===== config.mk =====
export PLATFORM = sky130hd
export DESIGN_NAME = can_rx_bufmgr
export DESIGN_NICKNAME = d
export VERILOG_FILES = /design/src/rtl/can_rx_pkg.sv /design/src/rtl/can_rx_stage.sv /design/src/rtl/can_rx_commit.sv /design/src/rtl/can_rx_fifo.sv /design/src/rtl/can_rx_bufmgr.sv
export SDC_FILE = /design/constraint.sdc
export NUM_CORES = 1
export LEC_CHECK = 0
export BUFFER_PORTS_ARGS = -buffer_cell sky130_fd_sc_hd__buf_4
export CORE_MARGIN = 2
export CORE_UTILIZATION = 25
export CTS_BUF_LIST = sky130_fd_sc_hd__clkbuf_8
export CTS_CLUSTER_SIZE = 10
export DETAILED_ROUTE_END_ITERATION = 6
export MAX_ROUTING_LAYER = met4
export PLACE_DENSITY = 0.46
export SYNTH_ARGS = -nofsm -noshare
export SYNTH_HDL_FRONTEND = slang
export SYNTH_SLANG_ARGS = --single-unit

===== constraint.sdc =====
create_clock -name clk -period 2.35 [get_ports clk]
set_input_delay 0 -clock clk [delete_from_list [all_inputs] [get_ports clk]]
set_output_delay 0 -clock clk [all_outputs]
set_load 0.05 [all_outputs]

===== src/rtl/can_rx_pkg.sv =====
package can_rx_pkg;
    localparam int ID_W   = 29;
    localparam int DLC_W  = 4;
    localparam int DATA_W = 64;
    localparam int HIT_W  = 3;

    typedef struct packed {
        logic [ID_W-1:0]   id;
        logic              ide;
        logic              rtr;
        logic [DLC_W-1:0]  dlc;
        logic [DATA_W-1:0] data;
    } rx_frame_t;

    typedef struct packed {
        rx_frame_t         frm;
        logic [HIT_W-1:0]  hit;
    } rx_slot_t;
endpackage


===== src/rtl/can_rx_stage.sv =====
module can_rx_stage
    import can_rx_pkg::*;
(
    input  logic      clk,
    input  logic      rst_n,
    input  logic      load_i,
    input  rx_frame_t frm_i,
    output rx_frame_t frm_o
);
    typedef struct packed {
        rx_frame_t frm;
    } stage_t;

    stage_t st_d, st_q;

    always_comb begin
        st_d = st_q;
        if (load_i) begin
            st_d.frm = frm_i;
        end
    end

    always_ff @(posedge clk or negedge rst_n) begin
        if (!rst_n) begin
            st_q <= '0;
        end else begin
            st_q <= st_d;
        end
    end

    assign frm_o = st_q.frm;

    // a load always replaces the staged content on the next cycle
    assert_stage_overwrite_R3: assert property (@(posedge clk) disable iff (!rst_n)
        load_i |=> (frm_o == $past(frm_i)));
endmodule


===== src/rtl/can_rx_commit.sv =====
module can_rx_commit (
    input  logic clk,
    input  logic rst_n,
    input  logic done_i,
    input  logic ok_i,
    input  logic accept_i,
    input  logic own_i,
    input  logic arb_i,
    input  logic lb_i,
    input  logic full_i,
    input  logic empty_i,
    input  logic rel_i,
    input  logic clr_i,
    output logic commit_o,
    output logic ovr_o,
    output logic ack_en_o
);
    typedef struct packed {
        logic ovr;
    } cst_t;

    cst_t cs_d, cs_q;
    logic own_kept;
    logic eligible;
    logic room;
    logic ovr_set;

    always_comb begin
        own_kept = !own_i || lb_i || arb_i;
        eligible = ok_i && accept_i && own_kept;
        room     = !full_i || (rel_i && !empty_i);
        commit_o = done_i && eligible && room;
        ovr_set  = done_i && eligible && !room;
        ack_en_o = own_kept;

        cs_d = cs_q;
        if (ovr_set) begin
            cs_d.ovr = 1'b1;
        end else if (clr_i) begin
            cs_d.ovr = 1'b0;
        end
    end

    always_ff @(posedge clk or negedge rst_n) begin
        if (!rst_n) begin
            cs_q <= '0;
        end else begin
            cs_q <= cs_d;
        end
    end

    assign ovr_o = cs_q.ovr;

    assert_ovr_sticky_R8: assert property (@(posedge clk) disable iff (!rst_n)
        (ovr_o && !clr_i) |=> ovr_o);

    assert_ovr_raised_R8: assert property (@(posedge clk) disable iff (!rst_n)
        (done_i && ok_i && accept_i && !own_i && full_i && !rel_i) |=> ovr_o);

    assert_own_dropped_R4: assert property (@(posedge clk) disable iff (!rst_n)
        (own_i && !lb_i && !arb_i) |-> (!commit_o && !ack_en_o));
endmodule


===== src/rtl/can_rx_fifo.sv =====
module can_rx_fifo
    import can_rx_pkg::*;
#(
    parameter int DEPTH = 4
) (
    input  logic                          clk,
    input  logic                          rst_n,
    input  logic                          wr_i,
    input  rx_slot_t                      wdata_i,
    input  logic                          rel_i,
    output rx_slot_t                      head_o,
    output logic [$clog2(DEPTH+1)-1:0]    count_o,
    output logic                          full_o,
    output logic                          empty_o
);
    localparam int PTR_W = (DEPTH > 1) ? $clog2(DEPTH) : 1;
    localparam int CNT_W = $clog2(DEPTH+1);

    typedef struct packed {
        logic [PTR_W-1:0] wr_ptr;
        logic [PTR_W-1:0] rd_ptr;
        logic [CNT_W-1:0] count;
    } fctl_t;

    fctl_t    fc_d, fc_q;
    rx_slot_t slot_q [DEPTH];
    logic     pop;

    function automatic logic [PTR_W-1:0] ptr_next(input logic [PTR_W-1:0] p);
        return (p == PTR_W'(DEPTH-1)) ? '0 : p + 1'b1;
    endfunction

    always_comb begin
        fc_d = fc_q;
        pop  = rel_i && (fc_q.count != '0);
        if (wr_i) begin
            fc_d.wr_ptr = ptr_next(fc_q.wr_ptr);
        end
        if (pop) begin
            fc_d.rd_ptr = ptr_next(fc_q.rd_ptr);
        end
        case ({wr_i, pop})
            2'b10:   fc_d.count = fc_q.count + 1'b1;
            2'b01:   fc_d.count = fc_q.count - 1'b1;
            default: fc_d.count = fc_q.count;
        endcase
    end

    always_ff @(posedge clk or negedge rst_n) begin
        if (!rst_n) begin
            fc_q <= '0;
        end else begin
            fc_q <= fc_d;
        end
    end

    for (genvar i = 0; i < DEPTH; i++) begin : g_slot
        always_ff @(posedge clk or negedge rst_n) begin
            if (!rst_n) begin
                slot_q[i] <= '0;
            end else if (wr_i && (fc_q.wr_ptr == PTR_W'(i))) begin
                slot_q[i] <= wdata_i;
            end
        end
    end

    assign head_o  = slot_q[fc_q.rd_ptr];
    assign count_o = fc_q.count;
    assign full_o  = (fc_q.count == CNT_W'(DEPTH));
    assign empty_o = (fc_q.count == '0);

    assert_count_bound_R7: assert property (@(posedge clk) disable iff (!rst_n)
        count_o <= CNT_W'(DEPTH));

    assert_write_has_room_R8: assert property (@(posedge clk) disable iff (!rst_n)
        wr_i |-> (!full_o || rel_i));

    assert_swap_keeps_count_R10: assert property (@(posedge clk) disable iff (!rst_n)
        (wr_i && rel_i && !empty_o) |=> $stable(count_o));

    assert_empty_release_R12: assert property (@(posedge clk) disable iff (!rst_n)
        (rel_i && !wr_i && empty_o) |=> empty_o);
endmodule


===== src/rtl/can_rx_bufmgr.sv =====
module can_rx_bufmgr
    import can_rx_pkg::*;
#(
    parameter int DEPTH = 4,
    localparam int CNT_W = $clog2(DEPTH+1)
) (
    input  logic                 clk,
    input  logic                 rst_n,
    input  logic                 stg_load_i,
    input  logic [ID_W-1:0]      stg_id_i,
    input  logic                 stg_ide_i,
    input  logic                 stg_rtr_i,
    input  logic [DLC_W-1:0]     stg_dlc_i,
    input  logic [DATA_W-1:0]    stg_data_i,
    input  logic                 frm_done_i,
    input  logic                 frm_ok_i,
    input  logic                 id_hit_i,
    input  logic [HIT_W-1:0]     hit_idx_i,
    input  logic                 own_tx_i,
    input  logic                 arb_lost_i,
    input  logic                 loopback_i,
    input  logic                 rel_i,
    input  logic                 ovr_clr_i,
    input  logic                 rx_ie_i,
    input  logic                 ovr_ie_i,
    output logic                 ack_en_o,
    output logic                 rx_full_o,
    output logic                 rx_irq_o,
    output logic                 ovr_flag_o,
    output logic                 ovr_irq_o,
    output logic [CNT_W-1:0]     rx_count_o,
    output logic [ID_W-1:0]      head_id_o,
    output logic                 head_ide_o,
    output logic                 head_rtr_o,
    output logic [DLC_W-1:0]     head_dlc_o,
    output logic [DATA_W-1:0]    head_data_o,
    output logic [HIT_W-1:0]     head_hit_o
);
    rx_frame_t in_frm;
    rx_frame_t stg_frm;
    rx_slot_t  wslot;
    rx_slot_t  head;
    logic      commit;
    logic      f_full;
    logic      f_empty;

    always_comb begin
        in_frm.id   = stg_id_i;
        in_frm.ide  = stg_ide_i;
        in_frm.rtr  = stg_rtr_i;
        in_frm.dlc  = stg_dlc_i;
        in_frm.data = stg_data_i;
        wslot.frm   = stg_frm;
        wslot.hit   = hit_idx_i;
    end

    can_rx_stage u_stage (
        .clk    (clk),
        .rst_n  (rst_n),
        .load_i (stg_load_i),
        .frm_i  (in_frm),
        .frm_o  (stg_frm)
    );

    can_rx_commit u_commit (
        .clk      (clk),
        .rst_n    (rst_n),
        .done_i   (frm_done_i),
        .ok_i     (frm_ok_i),
        .accept_i (id_hit_i),
        .own_i    (own_tx_i),
        .arb_i    (arb_lost_i),
        .lb_i     (loopback_i),
        .full_i   (f_full),
        .empty_i  (f_empty),
        .rel_i    (rel_i),
        .clr_i    (ovr_clr_i),
        .commit_o (commit),
        .ovr_o    (ovr_flag_o),
        .ack_en_o (ack_en_o)
    );

    can_rx_fifo #(.DEPTH(DEPTH)) u_fifo (
        .clk     (clk),
        .rst_n   (rst_n),
        .wr_i    (commit),
        .wdata_i (wslot),
        .rel_i   (rel_i),
        .head_o  (head),
        .count_o (rx_count_o),
        .full_o  (f_full),
        .empty_o (f_empty)
    );

    assign rx_full_o   = !f_empty;
    assign rx_irq_o    = rx_full_o && rx_ie_i;
    assign ovr_irq_o   = ovr_flag_o && ovr_ie_i;
    assign head_id_o   = head.frm.id;
    assign head_ide_o  = head.frm.ide;
    assign head_rtr_o  = head.frm.rtr;
    assign head_dlc_o  = head.frm.dlc;
    assign head_data_o = head.frm.data;
    assign head_hit_o  = head.hit;

    assert_irq_needs_full_R11: assert property (@(posedge clk) disable iff (!rst_n)
        rx_irq_o |-> (rx_full_o && rx_count_o != '0));

    assert_commit_raises_full_R2: assert property (@(posedge clk) disable iff (!rst_n)
        commit |=> rx_full_o);
endmodule


==> flow_summary.json <==
{
  "status": "finished, final reports clean",
  "slew-limit-headroom_pct": 60.1,
  "post_drt_wl_per_cell_um": 19.5,
  "grt.total_usage_pct": 13.2,
  "yosysUniqueCellTypes": 32,
  "gp_congestion": 0.720,
  "leakagePower_uw": 0.0131,
  "critPathRequiredTime_ps": 2350,
  "gr-max-usage-layer": "met2",
  "drv_slew": 0,
  "finalWirelength_mm": 57.6,
  "yosysTopAreaCell": "dfrtp_1",
  "synth-seq-area-share_pct": 59.3,
  "syn_area_um2": 21700,
  "fillerInstances": 8458,
  "die_y_um": 299,
  "io_pins": 225,
  "yosys-top-cells-area": "dfrtp_1 59%, mux2_1 17%, mux4_2 11%",
  "layout.nets": 1849,
  "die_area_um2": 89400,
  "drt_iter0_drc": 360,
  "grt_remaining_overflow": 0,
  "drc_errors": 0,
  "syn_inst": 1262,
  "htreeDepth": 3,
  "timing.setup.tns_ps": 0,
  "finalCritPeriodShare_pct": 95.5,
  "worst_slack_ps": 107,
  "slowest_stage": "mux4_2",
  "maxCapViolCount": 0,
  "seqCellArea_um2": 12900,
  "cp-end-kind": "output pin",
  "clk_path_buf_depth": 3,
  "clock_sink_count": 515,
  "reg2reg_slack_ps": 270,
  "synth_warnings": 0,
  "timing.rr.end": "u_fifo.slot_q[45]",
  "grt_pass1_wl_mm": 87.8,
  "final_antenna_net_count": 0,
  "finalHoldViolations": 0,
  "drive_above_1_share_pct": 40.6,
  "multiInputGateArea_um2": 8380,
  "hpwl_mm": 34.7,
  "hold_path_class": "input pin to async pin",
  "cp_max_fo": 6,
  "max-vdd-ir-drop_mv": 1.09,
  "power-per-cell-area_nw_per_um2": 1440,
  "ctsRootBufferMaster": "clkbuf_8",
  "antenna_found_initial": 5,
  "port_buffers": 224,
  "grtUsageMet1_pct": 16.1,
  "grtUsageMet3_pct": 2.82,
  "use_met2_pct": 21.6,
  "initial_utilization_pct": 25.1,
  "critPathMaxStageDelay_ps": 540,
  "finalSetupViolations": 0,
  "grt_max_degree": 86,
  "core_area_um2": 86500,
  "rsz0062_at_grt": "true",
  "cts_tree": "built",
  "post-place-ws_ps": 243,
  "criticalPathCategory": "register to output pin",
  "die_w_um": 299,
  "syn2layout_area_growth_pct": 34.2,
  "vias": 12900,
  "row_count": 108,
  "r2r_start": "u_fifo.count_o[1]",
  "worst_pin_slew_ps": 597,
  "max_freq_mhz": 446,
  "clk_latency_ps": 680,
  "worstSetupStartpointType": "register",
  "avgSynthCellArea_um2": 17.2,
  "first_pass_iters": 4,
  "clkTransAtPathRegs_ps": 60,
  "grt_pass1_vias": 14500,
  "synthesis.nets": 1383,
  "viasPerCell": 4.35,
  "rr_worst_depth": 5,
  "synth_top_area_share_pct": 59.3,
  "synth_seq_cells": 515,
  "fin_worst_skew_ps": 29.7,
  "fin_crit_ps": 2240,
  "path_cells": "buf_6, clkbuf_16, mux4_2, buf_4",
  "cts_buffers": 96,
  "cp.arrival_ps": 2240
}
[critical path: cells and delay by family (launching register included)]
family	cells	cell delay, ps
flops	1	450
buf+inv	3	580
mux	1	540
[cells by family (layout without fill, tap and decap cells)]
| kind of cell | count (synthesis) | in the layout | synth area share, % |
|---|---|---|---|
| xor gates and xnor gates | 2 | 2 | 0.0806 |
| and+or+nand+nor | 26 | 26 | 0.708 |
| AOI/OAI and AO/OA | 11 | 11 | 0.328 |
| DFF | 515 | 515 | 59.3 |
| buffers and inverters | 91 | 629 | 2.32 |
| adders and majority gates | 6 | 6 | 0.380 |
| muxes | 611 | 611 | 36.9 |
| other | 0 | 5 | 0 |
[registers in the layout (all words and copies together), names as in the netlist]
signal	count
u_fifo.slot_q	408
u_stage.frm_o	99
u_fifo.fc_q	4
u_fifo.count_o	3
u_commit.ovr_o	1
[synthesized netlist by cell type]
| cell | instances |
|---|---|
| o311ai_0 | 1 |
| a21oi_1 | 2 |
| o2bb2ai_1 | 1 |
| mux2_1 | 320 |
| a21o_1 | 2 |
| buf_4 | 35 |
| and3_1 | 1 |
| and2_1 | 2 |
| mux2i_1 | 1 |
| ha_1 | 5 |
| xnor2_1 | 2 |
| nor4b_2 | 1 |
| buf_2 | 25 |
| fa_1 | 1 |
| a31oi_1 | 1 |
| nor3_4 | 1 |
| nand3_1 | 3 |
| dfrtp_1 | 515 |
| nand4_1 | 2 |
| a211oi_1 | 1 |
| nor3_1 | 2 |
| nor2_1 | 2 |
| inv_1 | 8 |
| nor4_1 | 1 |
| o21ai_0 | 3 |
| buf_1 | 6 |
| mux2_2 | 188 |
| nor3b_2 | 1 |
| mux4_2 | 102 |
| nand2_1 | 9 |
| or3_1 | 1 |
| clkbuf_1 | 17 |
[power by group]
part / switching, uW / internal (uW) / total [uW]
clock network: 3880 / 5170 / 9050
logic: 10700 / 8120 / 18800
registers: 1830 / 12400 / 14200
total: 16400 / 25600 / 42100
[worst max-delay path by stage]
stage	end	slack [ps]	cells after the start	start
final	head_id_o[9]	110	4	u_fifo.fc_q[3]
after global routing	head_data_o[40]	-20	4	u_fifo.fc_q[3]
after CTS	head_id_o[4]	-40	4	u_fifo.fc_q[3]
after detailed placement	u_fifo.slot_q[45]	240	5	u_fifo.count_o[1]
after global placement	u_fifo.slot_q[203]	260	5	u_fifo.count_o[1]
after floorplan	u_fifo.count_o[1]	180	7	u_fifo.count_o[1]
[layer usage]
layer / wire length [um] / part of all wire, %
met5: 0 / 0
met3: 2280 / 4.0
met2: 28800 / 50
met4: 1820 / 3.2
met1: 24600 / 43
[metrics by stage]
stage               hold slack [ps]  instance area (um^2)  std cells  utilization (%)  power [uW]
floorplan                      -296                 21700       1262                -       26500
global placement               26.1                 25100       2609             29.1       32000
detailed placement             19.6                 25100       2609             29.1       32400
CTS                           0.170                 29000       2950             33.6       42700
global route                   30.3                 29200       2960             33.7       44400
finish                         50.5                 29200       2960             33.7       42100
[cell usage in the layout, fill, tap and decap left out, drive strengths merged, types with 2 or more instances in the layout]
cell type | netlist | layout
nor2 | 2 | 2
nand4 | 2 | 2
clkinvlp | 0 | 4
dfrtp | 515 | 515
and2 | 2 | 2
inv | 8 | 42
mux4 | 102 | 102
buf | 66 | 288
o21ai | 3 | 3
a21oi | 2 | 2
xnor2 | 2 | 2
ha | 5 | 5
diode | 0 | 5
bufinv | 0 | 5
mux2 | 508 | 508
dlygate4sd3 | 0 | 159
clkbuf | 17 | 125
a21o | 2 | 2
nor3 | 3 | 3
nand2 | 9 | 9
clkinv | 0 | 6
nand3 | 3 | 3
[repair_timing]
action | in CTS | in global routing
setup endpoints to repair | 102 | 48
pin swaps | 0 | 0
gates resized for setup | 19 | 9
buffers inserted | 8 | 0
hold buffers | 160 | 0
gates cloned | 3 | 5
hold endpoints to repair | 505 | 0
[final cells by class]
type / count / share of cell area, %
sequential: 515 / 44.2
multi-input combinational: 656 / 28.7
timing repair buffer: 451 / 15.1
clock buffer: 121 / 5.71
tap: 1155 / 4.95
clock inverter: 49 / 1.23
inverter: 8 / 0.103
antenna: 5 / 0.0429
Note: power is estimated with default switching activity, not from simulation.
